==> config.mk <==
export PLATFORM = sky130hd
export DESIGN_NAME = divarb_unit
export DESIGN_NICKNAME = d
export VERILOG_FILES = /design/src/rtl/divarb_pkg.sv /design/src/rtl/divarb_lat.sv /design/src/rtl/divarb_gfifo.sv /design/src/rtl/divarb_core.sv /design/src/rtl/divarb_unit.sv
export SDC_FILE = /design/constraint.sdc
export NUM_CORES = 1
export LEC_CHECK = 0
export CORE_MARGIN = 2
export CORE_UTILIZATION = 40
export CTS_CLUSTER_DIAMETER = 150
export CTS_CLUSTER_SIZE = 20
export DETAILED_ROUTE_END_ITERATION = 12
export GPL_TIMING_DRIVEN = 0
export PLACE_DENSITY = 0.67
export SYNTH_ARGS = -nofsm -noshare
export SYNTH_HDL_FRONTEND = slang
export SYNTH_HIERARCHICAL = 1
export SYNTH_SLANG_ARGS = --single-unit
==> constraint.sdc <==
create_clock -name clk_i -period 7.05 [get_ports clk_i]
set_input_delay 0.705 -clock clk_i [delete_from_list [all_inputs] [get_ports clk_i]]
set_output_delay 0.705 -clock clk_i [all_outputs]
set_load 0.1 [all_outputs]
==> src/rtl/divarb_pkg.sv <==
package divarb_pkg;

   // operation codes on the per-thread 2-bit code field
   typedef enum logic [1:0] {
      OP_IDIV  = 2'b00,
      OP_FDIV  = 2'b01,
      OP_FSQRT = 2'b10,
      OP_FRSV  = 2'b11
   } div_op_e;

   function automatic int unsigned max3(input int unsigned a, input int unsigned b,
                                        input int unsigned c);
      int unsigned m;
      m = (a > b) ? a : b;
      return (m > c) ? m : c;
   endfunction

   function automatic int unsigned min3(input int unsigned a, input int unsigned b,
                                        input int unsigned c);
      int unsigned m;
      m = (a < b) ? a : b;
      return (m < c) ? m : c;
   endfunction

endpackage

==> src/rtl/divarb_lat.sv <==
module divarb_lat #(
   parameter int unsigned DW       = 32,
   parameter int unsigned LW       = 6,
   parameter int unsigned INT_BASE = 12,
   parameter int unsigned INT_MAX  = 41,
   parameter int unsigned FP_SGL   = 19,
   parameter int unsigned FP_DBL   = 33
) (
   input  logic [1:0]    op_i,
   input  logic          dbl_i,
   input  logic [DW-1:0] dvd_i,
   output logic [LW-1:0] lat_o
);

   int unsigned sig_n;
   int unsigned ilat;

   // significant-bit count of the dividend
   always_comb begin
      sig_n = 0;
      for (int b = 0; b < DW; b++) begin
         if (dvd_i[b]) sig_n = b + 1;
      end
   end

   always_comb begin
      ilat = INT_BASE + sig_n;
      if (ilat > INT_MAX) ilat = INT_MAX;
      if (op_i == divarb_pkg::OP_IDIV) begin
         lat_o = LW'(ilat);
      end else if (dbl_i) begin
         lat_o = LW'(FP_DBL);
      end else begin
         lat_o = LW'(FP_SGL);
      end
   end

endmodule

==> src/rtl/divarb_gfifo.sv <==
module divarb_gfifo #(
   parameter int unsigned GT  = 4,
   parameter int unsigned LW  = 6,
   localparam int unsigned IDW = $clog2(GT),
   localparam int unsigned CW  = $clog2(GT + 1)
) (
   input  logic             clk_i,
   input  logic             rst_ni,
   input  logic [GT-1:0]    push_i,
   input  logic [GT*LW-1:0] lat_i,
   input  logic             pop_i,
   output logic             vld_o,
   output logic [IDW-1:0]   head_id_o,
   output logic [LW-1:0]    head_lat_o
);

   logic [IDW-1:0] id_q [GT];
   logic [LW-1:0]  lt_q [GT];
   logic [IDW-1:0] id_d [GT];
   logic [LW-1:0]  lt_d [GT];
   logic [CW-1:0]  cnt_q, cnt_d;

   // pop shifts toward the head, then same-cycle pushes land in thread order
   always_comb begin
      id_d  = id_q;
      lt_d  = lt_q;
      cnt_d = cnt_q;
      if (pop_i && (cnt_q != '0)) begin
         for (int k = 0; k < GT - 1; k++) begin
            id_d[k] = id_q[k+1];
            lt_d[k] = lt_q[k+1];
         end
         cnt_d = cnt_d - CW'(1);
      end
      for (int j = 0; j < GT; j++) begin
         if (push_i[j] && (cnt_d < CW'(GT))) begin
            id_d[cnt_d[IDW-1:0]] = IDW'(j);
            lt_d[cnt_d[IDW-1:0]] = lat_i[j*LW +: LW];
            cnt_d = cnt_d + CW'(1);
         end
      end
   end

   always_ff @(posedge clk_i or negedge rst_ni) begin
      if (!rst_ni) begin
         cnt_q <= '0;
         for (int k = 0; k < GT; k++) begin
            id_q[k] <= '0;
            lt_q[k] <= '0;
         end
      end else begin
         cnt_q <= cnt_d;
         id_q  <= id_d;
         lt_q  <= lt_d;
      end
   end

   assign vld_o      = (cnt_q != '0);
   assign head_id_o  = id_q[0];
   assign head_lat_o = lt_q[0];

endmodule

==> src/rtl/divarb_core.sv <==
module divarb_core #(
   parameter int unsigned GT  = 4,
   parameter int unsigned LW  = 6,
   localparam int unsigned IDW = $clog2(GT),
   localparam int unsigned TW  = IDW + 1
) (
   input  logic                  clk_i,
   input  logic                  rst_ni,
   input  logic [1:0]            vld_i,
   input  logic [1:0][IDW-1:0]   hid_i,
   input  logic [1:0][LW-1:0]    hlat_i,
   output logic [1:0]            pop_o,
   output logic                  act_o,
   output logic                  fin_o,
   output logic [TW-1:0]         own_o
);

   logic          act_q;
   logic [LW-1:0] rem_q;
   logic [TW-1:0] own_q;
   logic          rr_q;
   logic          free, grant, gsel;

   assign fin_o = act_q && (rem_q == LW'(1));
   assign free  = !act_q || fin_o;
   assign grant = free && (vld_i != 2'b00);
   // both groups waiting: pointer decides; otherwise the only waiting group
   assign gsel  = (vld_i == 2'b11) ? rr_q : vld_i[1];
   assign pop_o = grant ? (gsel ? 2'b10 : 2'b01) : 2'b00;

   always_ff @(posedge clk_i or negedge rst_ni) begin
      if (!rst_ni) begin
         act_q <= 1'b0;
         rem_q <= '0;
         own_q <= '0;
         rr_q  <= 1'b0;
      end else if (grant) begin
         act_q <= 1'b1;
         rem_q <= hlat_i[gsel];
         own_q <= {gsel, hid_i[gsel]};
         rr_q  <= ~gsel;
      end else if (fin_o) begin
         act_q <= 1'b0;
      end else if (act_q) begin
         rem_q <= rem_q - LW'(1);
      end
   end

   assign act_o = act_q;
   assign own_o = own_q;

endmodule

==> src/rtl/divarb_unit.sv <==
module divarb_unit #(
   parameter int unsigned NT       = 8,
   parameter int unsigned DW       = 32,
   parameter int unsigned INT_BASE = 12,
   parameter int unsigned INT_MAX  = 41,
   parameter int unsigned FP_SGL   = 19,
   parameter int unsigned FP_DBL   = 33
) (
   input  logic             clk_i,
   input  logic             rst_ni,
   input  logic [NT-1:0]    req_i,
   input  logic [2*NT-1:0]  req_op_i,
   input  logic [NT-1:0]    req_dbl_i,
   input  logic [NT*DW-1:0] req_dvd_i,
   output logic [NT-1:0]    busy_o,
   output logic [NT-1:0]    done_o,
   output logic             unit_busy_o
);

   localparam int unsigned GT   = NT / 2;
   localparam int unsigned IDW  = $clog2(GT);
   localparam int unsigned TW   = IDW + 1;
   localparam int unsigned LMAX = divarb_pkg::max3(INT_MAX, FP_SGL, FP_DBL);
   localparam int unsigned LW   = $clog2(LMAX + 1);

   if ((NT < 4) || (NT % 2 != 0) || ((1 << IDW) != GT)) begin : g_bad_nt
      $error("divarb_unit: NT must be twice a power of two, at least 4");
   end
   if ((INT_BASE < 1) || (INT_MAX < INT_BASE) || (FP_SGL < 1) || (FP_DBL < 1)) begin : g_bad_lat
      $error("divarb_unit: latencies must be at least one and INT_MAX >= INT_BASE");
   end
   if (DW < 1) begin : g_bad_dw
      $error("divarb_unit: DW must be positive");
   end

   logic [NT-1:0]      busy_q, done_q, acc, clr;
   logic [NT*LW-1:0]   lat_flat;
   logic [1:0]         g_vld, g_pop;
   logic [1:0][IDW-1:0] g_hid;
   logic [1:0][LW-1:0] g_hlat;
   logic               act, fin;
   logic [TW-1:0]      own;

   assign acc = req_i & ~busy_q;

   for (genvar t = 0; t < NT; t++) begin : g_thr
      divarb_lat #(
         .DW(DW), .LW(LW), .INT_BASE(INT_BASE), .INT_MAX(INT_MAX),
         .FP_SGL(FP_SGL), .FP_DBL(FP_DBL)
      ) u_lat (
         .op_i (req_op_i[2*t +: 2]),
         .dbl_i(req_dbl_i[t]),
         .dvd_i(req_dvd_i[DW*t +: DW]),
         .lat_o(lat_flat[LW*t +: LW])
      );
   end

   for (genvar g = 0; g < 2; g++) begin : g_grp
      divarb_gfifo #(.GT(GT), .LW(LW)) u_fifo (
         .clk_i     (clk_i),
         .rst_ni    (rst_ni),
         .push_i    (acc[g*GT +: GT]),
         .lat_i     (lat_flat[g*GT*LW +: GT*LW]),
         .pop_i     (g_pop[g]),
         .vld_o     (g_vld[g]),
         .head_id_o (g_hid[g]),
         .head_lat_o(g_hlat[g])
      );
   end

   divarb_core #(.GT(GT), .LW(LW)) u_core (
      .clk_i (clk_i),
      .rst_ni(rst_ni),
      .vld_i (g_vld),
      .hid_i (g_hid),
      .hlat_i(g_hlat),
      .pop_o (g_pop),
      .act_o (act),
      .fin_o (fin),
      .own_o (own)
   );

   always_comb begin
      clr      = '0;
      clr[own] = fin;
   end

   always_ff @(posedge clk_i or negedge rst_ni) begin
      if (!rst_ni) begin
         busy_q <= '0;
         done_q <= '0;
      end else begin
         busy_q <= (busy_q | acc) & ~clr;
         done_q <= clr;
      end
   end

   assign busy_o      = busy_q;
   assign done_o      = done_q;
   assign unit_busy_o = act;

endmodule

### Yosys cells after proc, flatten, opt, wreduce, memory -nomap -nowiden

Index checks and enable logic that the tools add are counted.

* bits in registers: 97
* logic and storage cells: 515
* output and inout bits: 17

* order comparisons: 35
* equal/unequal tests: 3
* bitwise logic cells: 33
* muxes and demuxes: 364
* add/sub/neg operators: 19
* reductions and logical operators: 37

Operator list (number)
* $mux W5: 128
* $mux W6: 47
* $mux W4: 64
* $bwmux W24: 8
* $mux W24: 8
* $mux W3: 42
* $demux W6 S2: 8
* $mux W8: 8
* $add A4 B6 Y7 const A: 8
* $gt A7 B6 Y1 const B: 8
* $mux W2: 28
* $and A8 B8 Y8: 5
* $mux W18: 2
* $demux W2 S2: 8
* $not A8 Y8: 4
* $add A3 B1 Y3 const B: 8
* $ge A3 B3 Y1 const B: 8
* $lt A3 B1 Y1 const B: 8
* $lt A3 B3 Y1 const B: 8
* $not A2 Y3: 8
* $or A8 B8 Y8: 3
* $logic_and A1 B1 Y1: 21
* $and A4 B4 Y4: 4
* $logic_not A2 Y1: 8
* 18 further kinds: 39

### Depth between registers and ports, before layout

Gate-level depths: netlist of the first run.

* word-level depth: 44
* mapped depth: 27
* gate-level depth less buffers: 22

### Cells and area by module

The synthesis of the first run kept the hierarchy.

By module, submodules not included
* divarb_gfifo: sequential area each 875.8 µm², cells each 342, area an instance 3034.2 µm², instances 2
* divarb_lat (g_thr[0].u_lat ...): sequential area each 0.0 µm², cells each 89, area an instance 609.3 µm², instances 7
* divarb_core: sequential area each 275.3 µm², cells each 84, area an instance 759.5 µm², instances 1
* divarb_unit: sequential area each 400.4 µm², cells each 49, area an instance 614.3 µm², instances 1
* divarb_lat (g_thr[5].u_lat): sequential area each 0.0 µm², cells each 90, area an instance 565.5 µm², instances 1

### Least setup slack after synthesis of the first run

No wires, ideal clock.

* kind: flip-flop to flip-flop
* start: register g_grp[0].u_fifo.cnt_q[0]
* end: register g_grp[0].u_fifo/lt_q[0] (netlist name)
* arrival: 5.373 ns
* period minus slack after synthesis: 5.497 ns
* cell stages (with the launch flop): 27
* setup time: 0.125 ns
* slack: 1.553 ns
* required time: 6.925 ns
* buffers on the path: 5
* path through: dfrtp_1 > inv_1 > ha_1 > nand2b_1 > clkbuf_1 > buf_2 > nand2b_1 > clkbuf_1 > and2_1 > nor3_1 > buf_2 > nand2_1 > buf_2 > xnor2_1 > ha_1 > nand2b_1 > o32a_4 > ha_1 > nand2_1 > o21ai_0 > ha_1 > nand2_1 > and3b_1 > o2111ai_1 > mux2i_1 > nor3b_4 > mux2_2

RTL lines
* start: declaration: RTL line divarb_gfifo.sv:21 `logic [CW-1:0] cnt_q, cnt_d;`
* start signal: assignment: RTL line divarb_gfifo.sv:52 `cnt_q <= cnt_d;`
* end signal: assignment: RTL line divarb_gfifo.sv:54 `lt_q <= lt_d;`
* end: declaration: RTL line divarb_gfifo.sv:18 `logic [LW-1:0] lt_q [GT];`

==> results of run 1 <==
==> per-layer routing <==
metal | up-vias | wire length (um) | track usage
met2 | 364 | 19600 | 0.436
met4 | 0 | 741 | 0.0692
met5 | - | 0 | 0
met1 | 6093 | 15800 | 0.274
met3 | 49 | 1790 | 0.0237
li1 | 6412 | - | -
==> worst max-delay path by stage <==
stage | slack [ps] | startpoint | end | cells past startpoint
after global placement | 450 | g_grp[0].u_fifo/cnt_q[0]$_DFF_PN0_ | g_grp[1].u_fifo/lt_q[5]$_DFF_PN0_ | 26
after CTS | 290 | g_grp[0].u_fifo/cnt_q[0]$_DFF_PN0_ | g_grp[0].u_fifo/lt_q[5]$_DFF_PN0_ | 26
after floorplan | 1550 | g_grp[0].u_fifo/cnt_q[0]$_DFF_PN0_ | g_grp[0].u_fifo/lt_q[0]$_DFF_PN0_ | 26
final | 540 | g_grp[0].u_fifo/cnt_q[0]$_DFF_PN0_ | g_grp[0].u_fifo/lt_q[5]$_DFF_PN0_ | 26
after detailed placement | 340 | g_grp[0].u_fifo/cnt_q[0]$_DFF_PN0_ | g_grp[0].u_fifo/lt_q[5]$_DFF_PN0_ | 26
after global routing | -10 | g_grp[0].u_fifo/cnt_q[0]$_DFF_PN0_ | g_grp[0].u_fifo/lt_q[5]$_DFF_PN0_ | 26
==> report_power, final <==
part | switching (uW) | internal [uW] | leakage, uW | total [uW]
logic | 211 | 227 | 0.00568 | 438
registers | 0.000000000000130 | 556 | 0.00106 | 556
clock network | 229 | 237 | 0.000128 | 466
total | 440 | 1020 | 0.00687 | 1460
==> critical path: cells and delay by family, from the launching register on <==
| family | cells | cell delay (ps) |
|---|---|---|
| buf+inv | 8 | 2110 |
| simple gates | 10 | 1970 |
| fa+ha+maj | 3 | 720 |
| compound gates | 3 | 610 |
| flops | 1 | 470 |
| xor+xnor | 1 | 260 |
| mux | 1 | 250 |
==> stage by stage <==
step,worst slack [ps],setup TNS [ps]
floorplan,1550,0
global placement,452,0
detailed placement,342,0
CTS,289,0
global route,-12.5,-12.5
finish,542,0
==> layout by cell type, fill, tap and decap left out, types with 31 or more instances in the layout <==
master,instances
a31oi_1,37
clkbuf_1,40
inv_1,84
nor4_1,32
ha_1,56
nand2b_1,34
o21ai_0,31
dfrtp_1,97
nor2_1,235
a211o_1,45
a21oi_1,55
clkdlybuf4s50_1,305
mux2_2,51
mux2i_1,62
nand2_1,105
nor3_1,34
==> kinds of logic after synthesis <==
kind of cell | after synthesis | share of synthesized area
AO/OA/AOI/OAI | 434 | 0.277
XOR/XNOR | 17 | 0.0121
adder cells (fa/ha/maj) | 56 | 0.0571
buffers and inverters | 160 | 0.0563
flip-flops | 97 | 0.198
multiplexers | 113 | 0.0974
AND/OR/NAND/NOR | 653 | 0.303
==> what timing repair did <==
item	4_1_cts	5_1_grt
setup endpoints to repair	0	25
gates resized for setup	0	5
buffers inserted	0	4
==> state kept, by name, indices dropped and copies added, names as in the netlist <==
name                     flops
u_core/act_o                 1
u_core/own_o                 3
g_grp.u_fifo/id_q           12
g_grp.u_fifo/head_lat_o     12
g_grp.u_fifo/lt_q           36
u_core/rr_q                  1
g_grp.u_fifo/head_id_o       4
u_core/rem_q                 6
busy_o                       8
done_o                       8
g_grp.u_fifo/cnt_q           6
==> area by class of cell <==
cell class | instances | area, um^2
Buffer | 73 | 365
Clock buffer | 10 | 229
Clock inverter | 5 | 31.3
Fill cell | 2873 | 14200
Inverter | 87 | 327
Multi-Input combinational cell | 1273 | 9170
Sequential cell | 97 | 2430
Tap cell | 396 | 495
Timing Repair Buffer | 311 | 3170
==> results by group, run 1 <==
Synth
  • Synthesized area per cell: 8.02 um^2
  • YS warnings: 6
  • Synth Instances: 1530
  • Top cells by area, synth: dfrtp_1 (20%), nor2_1 (7.2%), ha_1 (5.7%)
  • Yosys cell types: 85
  • Yosys top cell area share: 0.198
  • Most frequent cell after synthesis: nor2_1
  • FF+latch count, synth: 97
  • Asr flop ratio synth: 1.00
  • Netlist Area Pre-Place: 0.0123 mm^2
  • Synth cell count leaders: nor2_1 (235), nand2_1 (105), dfrtp_1 (97), inv_1 (84), mux2i_1 (62)
  • Top FF cell, synth: dfrtp_1
  • Biggest area consumer among synthesized cells: dfrtp_1
  • Synthesized net count: 1876
  • EDFF count, synth: 0
  • Seq/Total Area, Yosys: 0.198

Critical path
  • Most used cell, CP: clkbuf_1
  • WP data required: 7300 ps
  • Critical path class: flip-flop to flip-flop
  • Nature of the critical path endpoint: flip-flop
  • R2R setup slack: 540 ps
  • Crit-path max cell delay: 470 ps
  • Worst-path maximum fanout: 10
  • CP Launch Type: flip-flop
  • Worst R2R End: g_grp[0].u_fifo/lt_q[5]$_DFF_PN0_
  • Worst-case reg-to-reg path depth: 26
  • Critical R2R Launch: g_grp[0].u_fifo/cnt_q[0]$_DFF_PN0_
  • Crit path arrival time: 6760 ps
  • Slowest CP cell: dfrtp_1

CTS
  • Clock latency at the later pin of the worst-skew pair: 360 ps
  • H-tree lvl count: 3
  • Clock buffers created by TritonCTS: 9
  • Clock sinks: 97
  • Post-CTS Hold Fix Bufs: 0
  • CTS tree: done
  • CTS Root Cell: clkbuf_16
  • Clk slew on worst S/H paths: 70 ps
  • Clock tree buffer depth: 2

Power and ir drop
  • VDD IR max: 111 uV
  • Leak pwr: 0.00687 uW
  • Overall power: 1460 uW
  • Power Density: 90.0 mW/mm^2

Floorplanning
  • Die area: 0.0321 mm^2
  • Core Box Area: 0.0304 mm^2
  • Row count: 64
  • Die X: 179 um
  • Die height: 179 um
  • # IOs: 307
  • Starting density of the core: 0.403

Job
  • Maxcap violations: 0

Drt
  • DRT antenna net count: 0
  • Routed WL per cell: 16.9 um
  • Router iterations before antenna repair: 5
  • # DRC: 0
  • Via/cell ratio: 5.74
  • Via count: 12900
  • 1st-iter DRT viols: 587
  • Aggregate routed wire length: 38.0 mm

Place
  • Port bufs: 306
  • Placed Cells: 2233
  • Gpl congestion: 0.920
  • Post-DP Area: 0.0159 mm^2
  • Hpwl dp: 31.3 mm

STA
  • Clock skew: 9.23 ps
  • Fin crit period: 6510 ps
  • Final hold vios: 0
  • Final hold slack: 328 ps
  • Unrepaired setup endpoints after global routing: true
  • Worst Tran Pin Value: 1040 ps
  • Tcrit/Tclk final: 0.923
  • F_max: 0.154 GHz
  • Slew Limit Fails: 0
  • Worst slew margin: 0.304
  • Final Setup Violations: 0

GRT
  • Gr usage total: 0.231
  • Vias in the first global route: 12800
  • Initial antenna violation count: 0
  • First-pass GRT wire length: 61.3 mm
  • Largest net degree at the start of global routing: 61
  • Global route overflow: 0

Cells and area
  • Ant. Diodes: 0
  • Final non-filler cell total: 2252
  • Share of layout cells above drive strength 1: 0.118
  • Layout Nets: 2198
  • Design area: 0.0162 mm^2
  • Area delta synth->final: 32.1%
  • Post-layout util: 0.533

Run status
  • Outcome: finished clean

Worst hold path
  • Min-delay worst type: input port to asynchronous set/reset pin
No activity file was read; power rests on OpenSTA's default activity.
==> run 2: changes to the inputs <==
CELL_PAD_IN_SITES_DETAIL_PLACEMENT = 1   (was not set)
CELL_PAD_IN_SITES_GLOBAL_PLACEMENT = 1   (was not set)
CORE_UTILIZATION = 37   (was 40)
PLACE_DENSITY = not set   (was 0.67)
PLACE_DENSITY_LB_ADDON = 0.1   (was not set)
==> run 2 against run 1 <==
Compared with the run above:
- die area up 7.9%
- worst hold slack better by 8.2 ps
- critical endpoint is now g_grp[1].u_fifo/lt_q[10]$_DFF_PN0_
- utilization shrank 3.4 points
- via count rose by 1.6%
- critical path type unchanged
- non-clock buffer count unchanged
- first-iteration DRC count grew 1.0%
- clock skew grew 4.0 ps
- clock power rose by 2%
- largest power group unchanged
==> results by group, run 2 (synthesis gave the netlist of run 1 again) <==
Cells and area
  • Largest Register: g_grp.u_fifo/lt_q
  • Ant. Diodes: 0
  • Area delta synth->final: 32.7%
  • Max reg flops: 36
  • Most frequent cells in the layout: clkdlybuf4s50_1 (305), nor2_1 (235), nand2_1 (104)
  • Layout Nets: 2198
  • Final non-filler cell total: 2299
  • Most common cell after layout, fill and taps aside: clkdlybuf4s50_1
  • Share of layout cells above drive strength 1: 0.119
  • Fill cells: 3923

STA
  • Worst slew margin: 0.330
  • Fin crit period: 6590 ps
  • Clock skew: 13.2 ps
  • Slew Limit Fails: 0
  • F_max: 0.152 GHz
  • Final hold vios: 0
  • Worst Tran Pin Value: 1000 ps
  • Tcrit/Tclk final: 0.935
  • Setup TNS: 0 ps
  • Final Setup Violations: 0
  • Unrepaired setup endpoints after global routing: true
  • Final hold slack: 336 ps

Floorplanning
  • Die height: 186 um
  • Row count: 66
  • Core Box Area: 0.0326 mm^2
  • # IOs: 307
  • Die X: 186 um
  • Starting density of the core: 0.376
  • Die area: 0.0346 mm^2

Job
  • Maxcap violations: 0

Power and ir drop
  • Overall power: 1480 uW
  • Power Density: 90.7 mW/mm^2
  • Leak pwr: 0.00687 uW
  • VDD IR max: 116 uV

Critical path
  • Critical path class: flip-flop to flip-flop
  • Crit-path max cell delay: 470 ps
  • Crit path arrival time: 6840 ps
  • Critical R2R Launch: g_grp[0].u_fifo/cnt_q[0]$_DFF_PN0_
  • Crit path max-delay family: simple AND/OR/NAND/NOR gates
  • Worst-case reg-to-reg path depth: 27
  • WP data required: 7300 ps
  • Worst-path maximum fanout: 10
  • Nature of the critical path endpoint: flip-flop
  • WP buf/inv: 7
  • R2R setup slack: 460 ps
  • CP Launch Type: flip-flop
  • Worst R2R End: g_grp[1].u_fifo/lt_q[10]$_DFF_PN0_
  • Slowest CP cell: dfrtp_1

Drt
  • DRT antenna net count: 0
  • Aggregate routed wire length: 43.0 mm
  • Via count: 13100
  • Routed WL per cell: 18.7 um
  • Via/cell ratio: 5.71
  • 1st-iter DRT viols: 593
  • Router iterations before antenna repair: 5
  • # DRC: 0

CTS
  • Clock buffers created by TritonCTS: 9
  • H-tree lvl count: 3
  • CTS tree: done
  • Clk slew on worst S/H paths: 80 ps
  • Clock sinks: 97
  • CTS Root Cell: clkbuf_16
  • Clock tree buffer depth: 2
  • Clock latency at the later pin of the worst-skew pair: 360 ps

Place
  • Placed Cells: 2279
  • Hpwl dp: 35.7 mm
  • Port bufs: 306
  • Gpl congestion: 0.852

Run status
  • Outcome: finished clean

GRT
  • Vias in the first global route: 13800
  • Gr usage total: 0.245
  • Initial antenna violation count: 0
  • First-pass GRT wire length: 68.8 mm
  • Global route overflow: 0
  • Largest net degree at the start of global routing: 60

Worst hold path
  • Min-delay worst type: input port to asynchronous set/reset pin
-- run 2: cell count changes in the layout (fill, tap and decap cells not counted), sizes merged --
cell,change
clkbuf,+1
-- run 2: worst max-delay path by stage --
stage	startpoint	slack, ps	depth (start not counted)	to
detailed placement	g_grp[0].u_fifo/cnt_q[0]$_DFF_PN0_	7	26	g_grp[0].u_fifo/lt_q[5]$_DFF_PN0_
floorplan	g_grp[0].u_fifo/cnt_q[0]$_DFF_PN0_	1550	26	g_grp[0].u_fifo/lt_q[0]$_DFF_PN0_
global placement	g_grp[0].u_fifo/cnt_q[0]$_DFF_PN0_	100	26	g_grp[0].u_fifo/lt_q[5]$_DFF_PN0_
CTS	g_grp[0].u_fifo/cnt_q[0]$_DFF_PN0_	180	26	g_grp[1].u_fifo/lt_q[5]$_DFF_PN0_
global route	g_grp[0].u_fifo/cnt_q[0]$_DFF_PN0_	-40	28	g_grp[1].u_fifo/lt_q[10]$_DFF_PN0_
finish	g_grp[0].u_fifo/cnt_q[0]$_DFF_PN0_	460	27	g_grp[1].u_fifo/lt_q[10]$_DFF_PN0_
-- run 2: stage by stage --
| stage | setup slack, ps | cell area [um^2] | util |
|---|---|---|---|
| floorplan | 1550 | 12300 | - |
| global placement | 95.2 | 15900 | 0.487 |
| detailed placement | 6.79 | 15900 | 0.488 |
| CTS | 180 | 16200 | 0.496 |
| global route | -36.1 | 16300 | 0.499 |
| finish | 461 | 16300 | 0.499 |
-- run 2: repair_timing --
| action | in CTS | in global routing |
|---|---|---|
| gates resized for setup | 1 | 8 |
| setup buffers | 0 | 4 |
| endpoints found under the setup margin | 1 | 39 |
| hold buffers | 0 | 0 |
-- run 2: metal layers --
metal | vias to the layer above | global-route usage | wire, um
met4 | 0 | 0.0655 | 945
li1 | 6398 | - | -
met1 | 6381 | 0.287 | 17800
met5 | - | 0 | 0
met2 | 290 | 0.468 | 22900
met3 | 56 | 0.0254 | 1320
-- run 2: power breakdown --
part	internal [uW]	switching, uW
Sequential	556	0.000000000000128
Clock	240	235
Combinational	227	219
-- run 2: area by class of cell --
type	instances	area [um^2]	area share
Multi-Input combinational cell	1273	9180	0.564
Timing Repair Buffer	311	3170	0.195
Sequential cell	97	2430	0.149
Tap cell	442	553	0.0340
Buffer	73	367	0.0225
Inverter	87	327	0.0201
Clock buffer	11	233	0.0143
Clock inverter	5	31.3	0.00192
-- run 2: worst reg2reg max path: stages (launching register included) --
cell and delay, ps:
dfrtp_1 470, inv_1 170, ha_1 230, nand2b_1 70, clkbuf_1 160, buf_2 230, nand2b_1 100, clkbuf_1 310
nand2_1 220, nor2_1 170, buf_2 240, nand2_1 330, buf_2 350, xnor2_1 380, ha_1 290, nand2b_1 160
o32a_4 260, ha_1 310, nand2_1 60, o21ai_0 140, ha_1 230, nand2_1 100, and3b_1 220, o2111ai_1 140
mux2i_1 350, nor3b_4 290, buf_12 160, mux2_2 340
